### config.mk
export PLATFORM = sky130hd
export DESIGN_NAME = gpio_bank
export DESIGN_NICKNAME = d
export VERILOG_FILES = /design/src/rtl/gpio_bank_pkg.sv /design/src/rtl/gpio_pin_mux.sv /design/src/rtl/gpio_event_unit.sv /design/src/rtl/gpio_bank.sv
export SDC_FILE = /design/constraint.sdc
export NUM_CORES = 2
export LEC_CHECK = 0
export ABC_CLOCK_PERIOD_IN_PS = 2210
export BUFFER_PORTS_ARGS = -buffer_cell sky130_fd_sc_hd__buf_2
export CAP_MARGIN = 30
export CORE_AREA = 5 5 338 340
export DETAILED_ROUTE_END_ITERATION = 10
export DIE_AREA = 0 0 343 345
export SETUP_SLACK_MARGIN = 0.2
export SLEW_MARGIN = 20
export SYNTH_ARGS = -nofsm -noshare
export SYNTH_HDL_FRONTEND = slang
export SYNTH_SLANG_ARGS = --single-unit
### constraint.sdc
create_clock -name clk -period 2.21 [get_ports clk]
set_input_delay 0.3315 -clock clk [delete_from_list [all_inputs] [get_ports clk]]
set_output_delay 0.3315 -clock clk [all_outputs]
set_load 0.02 [all_outputs]
### src/rtl/gpio_bank_pkg.sv
package gpio_bank_pkg;

   localparam int unsigned FN_W       = 3;
   localparam int unsigned SEL_FIELDS = 10;

   localparam int unsigned OFS_FSEL = 'h00;
   localparam int unsigned OFS_SET  = 'h1C;
   localparam int unsigned OFS_CLR  = 'h28;
   localparam int unsigned OFS_LEV  = 'h34;
   localparam int unsigned OFS_EVS  = 'h40;
   localparam int unsigned OFS_RISE = 'h4C;
   localparam int unsigned OFS_FALL = 'h58;
   localparam int unsigned OFS_HIGH = 'h64;
   localparam int unsigned OFS_LOW  = 'h70;

   typedef enum logic [FN_W-1:0] {
      FN_IN   = 3'b000,
      FN_OUT  = 3'b001,
      FN_ALT5 = 3'b010,
      FN_ALT4 = 3'b011,
      FN_ALT0 = 3'b100,
      FN_ALT1 = 3'b101,
      FN_ALT2 = 3'b110,
      FN_ALT3 = 3'b111
   } fn_code_e;

   typedef struct packed {
      logic [FN_W-1:0] fn;
      logic            drive;
      logic            en_rise;
      logic            en_fall;
      logic            en_high;
      logic            en_low;
   } pin_cfg_t;

   // Source number selected by an alternate code; the order is not binary.
   function automatic logic [2:0] alt_index(input logic [FN_W-1:0] code);
      case (code)
         FN_ALT0: alt_index = 3'd0;
         FN_ALT1: alt_index = 3'd1;
         FN_ALT2: alt_index = 3'd2;
         FN_ALT3: alt_index = 3'd3;
         FN_ALT4: alt_index = 3'd4;
         FN_ALT5: alt_index = 3'd5;
         default: alt_index = 3'd0;
      endcase
   endfunction

endpackage

### src/rtl/gpio_pin_mux.sv
module gpio_pin_mux
   import gpio_bank_pkg::*;
#(
   parameter int unsigned NUM_PINS = 54,
   parameter int unsigned NUM_ALT  = 6
) (
   input  logic [NUM_PINS*FN_W-1:0]    fn_flat,
   input  logic [NUM_PINS-1:0]         drive,
   input  logic [NUM_ALT*NUM_PINS-1:0] alt_out,
   input  logic [NUM_ALT*NUM_PINS-1:0] alt_oe,
   output logic [NUM_PINS-1:0]         pad_out,
   output logic [NUM_PINS-1:0]         pad_oe
);

   if (NUM_ALT != 6) begin : g_bad_alt
      $error("gpio_pin_mux: the code table defines exactly six alternate sources");
   end

   for (genvar p = 0; p < NUM_PINS; p++) begin : g_pin
      logic [NUM_ALT-1:0] src_o;
      logic [NUM_ALT-1:0] src_e;
      logic [FN_W-1:0]    fn;

      assign fn = fn_flat[p*FN_W +: FN_W];

      for (genvar k = 0; k < NUM_ALT; k++) begin : g_src
         assign src_o[k] = alt_out[k*NUM_PINS + p];
         assign src_e[k] = alt_oe[k*NUM_PINS + p];
      end

      always_comb begin
         pad_out[p] = 1'b0;
         pad_oe[p]  = 1'b0;
         case (fn)
            FN_IN: begin
            end
            FN_OUT: begin
               pad_out[p] = drive[p];
               pad_oe[p]  = 1'b1;
            end
            default: begin
               pad_out[p] = src_o[alt_index(fn)];
               pad_oe[p]  = src_e[alt_index(fn)];
            end
         endcase
      end
   end

endmodule

### src/rtl/gpio_event_unit.sv
module gpio_event_unit #(
   parameter int unsigned NUM_PINS    = 54,
   parameter int unsigned SYNC_STAGES = 2
) (
   input  logic                clk,
   input  logic                rst_n,
   input  logic [NUM_PINS-1:0] pad_in,
   input  logic [NUM_PINS-1:0] en_rise,
   input  logic [NUM_PINS-1:0] en_fall,
   input  logic [NUM_PINS-1:0] en_high,
   input  logic [NUM_PINS-1:0] en_low,
   input  logic [NUM_PINS-1:0] evs_clr,
   output logic [NUM_PINS-1:0] level,
   output logic [NUM_PINS-1:0] evs
);

   if (SYNC_STAGES < 2) begin : g_bad_sync
      $error("gpio_event_unit: at least two synchronizer stages are required");
   end

   logic [SYNC_STAGES-1:0][NUM_PINS-1:0] sync_q;
   logic [NUM_PINS-1:0]                  prev_q;
   logic [NUM_PINS-1:0]                  evs_q;
   logic [NUM_PINS-1:0]                  det;

   always_ff @(posedge clk or negedge rst_n) begin
      if (!rst_n) begin
         sync_q <= '0;
         prev_q <= '0;
      end else begin
         sync_q <= {sync_q[SYNC_STAGES-2:0], pad_in};
         prev_q <= sync_q[SYNC_STAGES-1];
      end
   end

   assign level = sync_q[SYNC_STAGES-1];

   assign det = (en_rise &  level & ~prev_q)
              | (en_fall & ~level &  prev_q)
              | (en_high &  level)
              | (en_low  & ~level);

   // Detection is ORed after the clear so a coincident event wins.
   always_ff @(posedge clk or negedge rst_n) begin
      if (!rst_n) evs_q <= '0;
      else        evs_q <= (evs_q & ~evs_clr) | det;
   end

   assign evs = evs_q;

   // a status bit is lost only through a clear written to it.
   assert_sticky_status_R9: assert property (@(posedge clk) disable iff (!rst_n)
      1'b1 |=> ((($past(evs_q) & ~$past(evs_clr)) & ~evs_q) == '0));

   // a newly set bit needs one of its enables in the cycle before.
   assert_no_event_without_enable_R11: assert property (@(posedge clk) disable iff (!rst_n)
      1'b1 |=> ((evs_q & ~$past(evs_q)
                 & ~$past(en_rise | en_fall | en_high | en_low)) == '0));

endmodule

### src/rtl/gpio_bank.sv
module gpio_bank
   import gpio_bank_pkg::*;
#(
   parameter int unsigned NUM_PINS    = 54,
   parameter int unsigned NUM_ALT     = 6,
   parameter int unsigned SYNC_STAGES = 2,
   parameter int unsigned ADDR_W      = 8
) (
   input  logic                        clk,
   input  logic                        rst_n,
   input  logic                        bus_wr,
   input  logic                        bus_rd,
   input  logic [ADDR_W-1:0]           bus_addr,
   input  logic [31:0]                 bus_wdata,
   output logic [31:0]                 bus_rdata,
   input  logic [NUM_PINS-1:0]         pad_in,
   output logic [NUM_PINS-1:0]         pad_out,
   output logic [NUM_PINS-1:0]         pad_oe,
   input  logic [NUM_ALT*NUM_PINS-1:0] alt_out,
   input  logic [NUM_ALT*NUM_PINS-1:0] alt_oe
);

   localparam int unsigned NUM_SEL  = (NUM_PINS + SEL_FIELDS - 1) / SEL_FIELDS;
   localparam int unsigned SEL_PAD  = NUM_SEL * SEL_FIELDS;
   localparam int unsigned FLD_BITS = SEL_FIELDS * FN_W;
   localparam int unsigned PAD64    = 64 - NUM_PINS;

   if (NUM_PINS <= 32 || NUM_PINS >= 64) begin : g_bad_pins
      $error("gpio_bank: NUM_PINS must lie between 33 and 63");
   end
   if (NUM_SEL * 4 > OFS_SET) begin : g_bad_sel
      $error("gpio_bank: function words overlap the set strobe offset");
   end
   if (ADDR_W < 7) begin : g_bad_addr
      $error("gpio_bank: ADDR_W too narrow for the register map");
   end

   logic [NUM_PINS*FN_W-1:0] fn_flat;
   logic [NUM_PINS-1:0]      drive_vec, rise_vec, fall_vec, high_vec, low_vec;
   logic [NUM_PINS-1:0]      evs_clr, level, evs;

   // ---------------- per-pin configuration registers ----------------
   for (genvar p = 0; p < NUM_PINS; p++) begin : g_cfg
      localparam int unsigned WRD = p / 32;
      localparam int unsigned BIT = p % 32;
      localparam int unsigned SW  = p / SEL_FIELDS;
      localparam int unsigned SF  = (p % SEL_FIELDS) * FN_W;

      pin_cfg_t cfg_q;
      logic     hit_fn, hit_set, hit_clr, hit_rise, hit_fall, hit_high, hit_low, hit_evs;

      assign hit_fn   = bus_wr && bus_addr == ADDR_W'(OFS_FSEL + 4*SW);
      assign hit_set  = bus_wr && bus_addr == ADDR_W'(OFS_SET  + 4*WRD);
      assign hit_clr  = bus_wr && bus_addr == ADDR_W'(OFS_CLR  + 4*WRD);
      assign hit_rise = bus_wr && bus_addr == ADDR_W'(OFS_RISE + 4*WRD);
      assign hit_fall = bus_wr && bus_addr == ADDR_W'(OFS_FALL + 4*WRD);
      assign hit_high = bus_wr && bus_addr == ADDR_W'(OFS_HIGH + 4*WRD);
      assign hit_low  = bus_wr && bus_addr == ADDR_W'(OFS_LOW  + 4*WRD);
      assign hit_evs  = bus_wr && bus_addr == ADDR_W'(OFS_EVS  + 4*WRD);

      always_ff @(posedge clk or negedge rst_n) begin
         if (!rst_n) begin
            cfg_q <= '0;
         end else begin
            if (hit_fn)                        cfg_q.fn      <= bus_wdata[SF +: FN_W];
            if (hit_set && bus_wdata[BIT])     cfg_q.drive   <= 1'b1;
            if (hit_clr && bus_wdata[BIT])     cfg_q.drive   <= 1'b0;
            if (hit_rise)                      cfg_q.en_rise <= bus_wdata[BIT];
            if (hit_fall)                      cfg_q.en_fall <= bus_wdata[BIT];
            if (hit_high)                      cfg_q.en_high <= bus_wdata[BIT];
            if (hit_low)                       cfg_q.en_low  <= bus_wdata[BIT];
         end
      end

      assign fn_flat[p*FN_W +: FN_W] = cfg_q.fn;
      assign drive_vec[p] = cfg_q.drive;
      assign rise_vec[p]  = cfg_q.en_rise;
      assign fall_vec[p]  = cfg_q.en_fall;
      assign high_vec[p]  = cfg_q.en_high;
      assign low_vec[p]   = cfg_q.en_low;
      assign evs_clr[p]   = hit_evs && bus_wdata[BIT];
   end

   // ---------------- datapath sub-blocks ----------------
   gpio_pin_mux #(
      .NUM_PINS (NUM_PINS),
      .NUM_ALT  (NUM_ALT)
   ) i_mux (
      .fn_flat  (fn_flat),
      .drive    (drive_vec),
      .alt_out  (alt_out),
      .alt_oe   (alt_oe),
      .pad_out  (pad_out),
      .pad_oe   (pad_oe)
   );

   gpio_event_unit #(
      .NUM_PINS    (NUM_PINS),
      .SYNC_STAGES (SYNC_STAGES)
   ) i_events (
      .clk     (clk),
      .rst_n   (rst_n),
      .pad_in  (pad_in),
      .en_rise (rise_vec),
      .en_fall (fall_vec),
      .en_high (high_vec),
      .en_low  (low_vec),
      .evs_clr (evs_clr),
      .level   (level),
      .evs     (evs)
   );

   // ---------------- read path ----------------
   logic [SEL_PAD*FN_W-1:0] fn_pad;
   logic [31:0]             sel_word [NUM_SEL];
   logic [63:0]             lev64, evs64, rise64, fall64, high64, low64;
   logic [31:0]             rd_word;

   assign fn_pad = {{((SEL_PAD - NUM_PINS) * FN_W){1'b0}}, fn_flat};
   for (genvar w = 0; w < NUM_SEL; w++) begin : g_selword
      assign sel_word[w] = {{(32 - FLD_BITS){1'b0}}, fn_pad[w*FLD_BITS +: FLD_BITS]};
   end

   assign lev64  = {{PAD64{1'b0}}, level};
   assign evs64  = {{PAD64{1'b0}}, evs};
   assign rise64 = {{PAD64{1'b0}}, rise_vec};
   assign fall64 = {{PAD64{1'b0}}, fall_vec};
   assign high64 = {{PAD64{1'b0}}, high_vec};
   assign low64  = {{PAD64{1'b0}}, low_vec};

   always_comb begin
      rd_word = '0;
      if (bus_addr < ADDR_W'(4*NUM_SEL) && bus_addr[1:0] == 2'b00) begin
         rd_word = sel_word[bus_addr[4:2]];
      end else begin
         case (bus_addr)
            ADDR_W'(OFS_LEV):      rd_word = lev64[31:0];
            ADDR_W'(OFS_LEV + 4):  rd_word = lev64[63:32];
            ADDR_W'(OFS_EVS):      rd_word = evs64[31:0];
            ADDR_W'(OFS_EVS + 4):  rd_word = evs64[63:32];
            ADDR_W'(OFS_RISE):     rd_word = rise64[31:0];
            ADDR_W'(OFS_RISE + 4): rd_word = rise64[63:32];
            ADDR_W'(OFS_FALL):     rd_word = fall64[31:0];
            ADDR_W'(OFS_FALL + 4): rd_word = fall64[63:32];
            ADDR_W'(OFS_HIGH):     rd_word = high64[31:0];
            ADDR_W'(OFS_HIGH + 4): rd_word = high64[63:32];
            ADDR_W'(OFS_LOW):      rd_word = low64[31:0];
            ADDR_W'(OFS_LOW + 4):  rd_word = low64[63:32];
            default:               rd_word = '0;
         endcase
      end
   end

   always_ff @(posedge clk or negedge rst_n) begin
      if (!rst_n)      bus_rdata <= '0;
      else if (bus_rd) bus_rdata <= rd_word;
      else             bus_rdata <= '0;
   end

   // the output latch moves only in the cycle after a write strobe.
   assert_latch_hold_R5: assert property (@(posedge clk) disable iff (!rst_n)
      !bus_wr |=> $stable(drive_vec));

   // strobe-only offsets return zero data.
   assert_strobe_reads_zero_R5: assert property (@(posedge clk) disable iff (!rst_n)
      (bus_rd && (bus_addr == ADDR_W'(OFS_SET) || bus_addr == ADDR_W'(OFS_SET + 4) ||
                  bus_addr == ADDR_W'(OFS_CLR) || bus_addr == ADDR_W'(OFS_CLR + 4)))
      |=> bus_rdata == '0);

   // no read strobe, no read data.
   assert_idle_rdata_R12: assert property (@(posedge clk) disable iff (!rst_n)
      !bus_rd |=> bus_rdata == '0);

endmodule

==> out/summary.txt <==
Initial antenna violation count: 40
P&R area growth vs syn: 37.9%
Starting Density: 31.3%
Post-synth top cells: dfrtp_1, mux2_2, a21oi_1
Sum of negative setup slack: -14.64 ns
Routed len/inst: 33.6 µm
Crit-path cells: mux4_2, nand2_2, o21ai_2, buf_6, buf_6
CP endpoint kind: primary output
I/O pins: 886
Synthesized Nets: 3694
Die height: 345 µm
Status: finished with violations
Peak Freq: 398 MHz
DR pass1 iterations: 6
Die Width: 343 µm
Yosys top cell by area: dfrtp_1
CTS tree: built
Post-synth EDFFs: 0
Met3 wire len: 20400 µm
Hpwl dp: 151000 µm
Max-slew violations: 0
Drt drc: 0
Syn avg cell area: 11.8 µm²
Count leader, synth: dfrtp_1
Crit Path Class: reg -> out
Met1 Routed Length: 80300 µm
Core area: 111000 µm²
Die Footprint: 118000 µm²
1st-iter DRT viols: 3019
Worst setup margin: -0.304 ns
Final WL: 189000 µm
Worst setup SP type: register
Fin util: 43.2%
H-tree levels: 3
Nets@finish: 4780
CP dominant cell by count: buf_6
GRT Util Overall: 30.7%
Share of the synthesized area in the top cell type: 48.8%
Max layer used: met5
Worst Path Arrival: 2.18 ns
Clk buf depth: 3
Via count: 31.4k
Critical path's largest stage delay: 0.56 ns
Cell area after synthesis: 34900 µm²
Routed Antenna Nets: 0
WP data required: 1.88 ns
Final setup vio count: 108
Final min period: 2.51 ns
VDD IR-drop max: 0.000591 V
First-pass GRT wire length: 255000 µm
#FFs+latches synth: 680
CP top delay family: multiplexers
Synth warnings: 0
Pwr per Cell Area: 677 nW/µm²
Post-synthesis sequential area ratio: 48.8%
Count of different cell masters after synthesis: 72
Failing checks: setup timing
Top post-synthesis cells by area: dfrtp_1, mux2_2, mux4_2, a21oi_1, a21o_1
Worst path buffer plus inverter count: 2
Max Cap Viol: 0
Synth Flop Type: dfrtp_1
Total power: 32.6 mW
CP Max Fanout: 7
Worst slew margin: 28.4%
Internal reg-to-reg setup slack: 0.21 ns
Clock transition at the registers of the reported paths: 0.06 ns
Share of layout cells above drive strength 1: 53.1%
Final Wtd Congestion: 1.00
Worst-Margin Slew: 1.07 ns
Hold Slack: 0.0735 ns
TritonCTS Buffers: 80
Cells after Synth: 2948
Final period util: 114%
Asr flop ratio synth: 100%
Worst Skew: 0.0629 ns
CP max stage cell: mux4_2
Vias in the first global route: 30.9k
Clk sinks: 680
Worst-Skew Late Latency: 0.68 ns
PortBufs: 885
Overflow after GRT: 0
Hold Path Class: in -> reg
HP Start: bus_wdata[29]
Final Hold Viols: 0
Largest net degree at the start of global routing: 73
Via/cell ratio: 5.58
Reg-to-reg startpoint: fn_flat[69]
WL met2: 84000 µm
Worst setup path start: fn_flat[45]
RSZ-0062 raised after global routing: yes
Static leakage: 22.7 nW
Row cnt: 123
Dpl ws: -0.324 ns
Root Driver: clkbuf_16
==> power breakdown <==
group          leakage, nW  internal [mW]  switching [mW]
sequential            8.66           13.0           0.764
clock                 1.35           8.16            5.66
combinational         12.7           2.33            2.65
total                 22.7           23.5            9.07
==> worst reg2reg max path, stage by stage, from the launching register on <==
cell,delay [ns]
dfrtp_2,0.48
buf_6,0.15
buf_6,0.10
mux4_2,0.50
and2_4,0.21
o31ai_4,0.24
buf_4,0.16
a31oi_4,0.03
==> registers in the layout (all words and copies together) (netlist names), 54 cells and up <==
| register | flops |
|---|---|
| fall64 | 54 |
| g_cfg.cfg_q | 162 |
| i_events.prev_q | 54 |
| i_events.evs | 54 |
| drive_vec | 54 |
| i_events.sync_q | 54 |
| fn_flat | 162 |
| i_events.level | 54 |
==> final timing paths <==
kind                                       to  depth (start not counted)
setup reg to reg                 bus_rdata[9]                          7
max in group asynchronous         fn_flat[96]                          4
hold / removal                  drive_vec[29]                          2
setup / recovery                  pad_out[15]                          5
hold reg to reg            i_events.level[48]                          0
min in group asynchronous  g_cfg[48].cfg_q[0]                          2
==> layer usage <==
| metal | vias up | GRT usage (%) |
|---|---|---|
| met1 | 16376 | 42.6 |
| met3 | 222 | 10.1 |
| met4 | 8 | 7.07 |
| met2 | 1557 | 46.6 |
| met5 | - | 0 |
| li1 | 13198 | - |
==> kinds of logic (layout without fill, tap and decap cells) <==
logic type             count (synthesis)  after routing  synth area share, %
AOI/OAI and AO/OA                    806            806                 15.1
DFF                                  680            680                 48.8
other                                  0             25                    0
buffers and inverters                400           1546                 5.05
and+or+nand+nor                      419            419                 5.96
muxes                                643            643                 25.0
==> area by class of cell <==
type                       count  area, µm²
antenna                       25       62.6
timing repair buffer        1293       9090
multi-input combinational   1868      16800
inverter                     111        417
tap                         1500       1880
sequential                   680      17100
clock buffer                 111       2330
clock inverter                31        432
fill                       10623      63200
==> through the flow <==
step,std cells,area [µm²]
finish,5619,48100
CTS,5581,47600
floorplan,2948,34900
detailed placement,5287,42300
global route,5608,48000
global placement,5287,42300
==> repair_timing <==
item / 4_1_cts / 5_1_grt
resized for setup: 447 / 87
buffers inserted: 95 / 13
endpoints found under the hold margin: 297 / 0
pin swaps: 83 / 29
endpoints found under the setup margin: 108 / 113
hold buffers: 57 / 0
cloned: 0 / 0
==> cells in the final DEF (no fill, tap or decap), types with 11 or more instances in the layout <==
cell type	n
dfrtp_1	617
clkinv_2	11
buf_12	49
mux4_2	138
a211oi_1	75
a31oi_1	19
a311oi_1	61
inv_1	109
nand3b_1	22
nor3_1	29
buf_6	126
mux2_2	428
buf_2	775
o21ai_1	13
a21o_4	19
a222oi_1	13
a22oi_1	22
buf_8	13
mux2i_1	52
a22o_1	33
a21o_1	89
nand2_2	44
diode_2	25
o21ai_0	12
a21oi_2	23
buf_4	273
a221oi_1	28
dlygate4sd3_1	57
mux2_1	17
a21oi_1	305
dfrtp_2	62
clkbuf_8	17
o21ai_2	39
nor2_1	77
clkbuf_16	82
clkbuf_1	12
nand2_1	155
and3_1	19
Power figures use the tool's default switching activity.
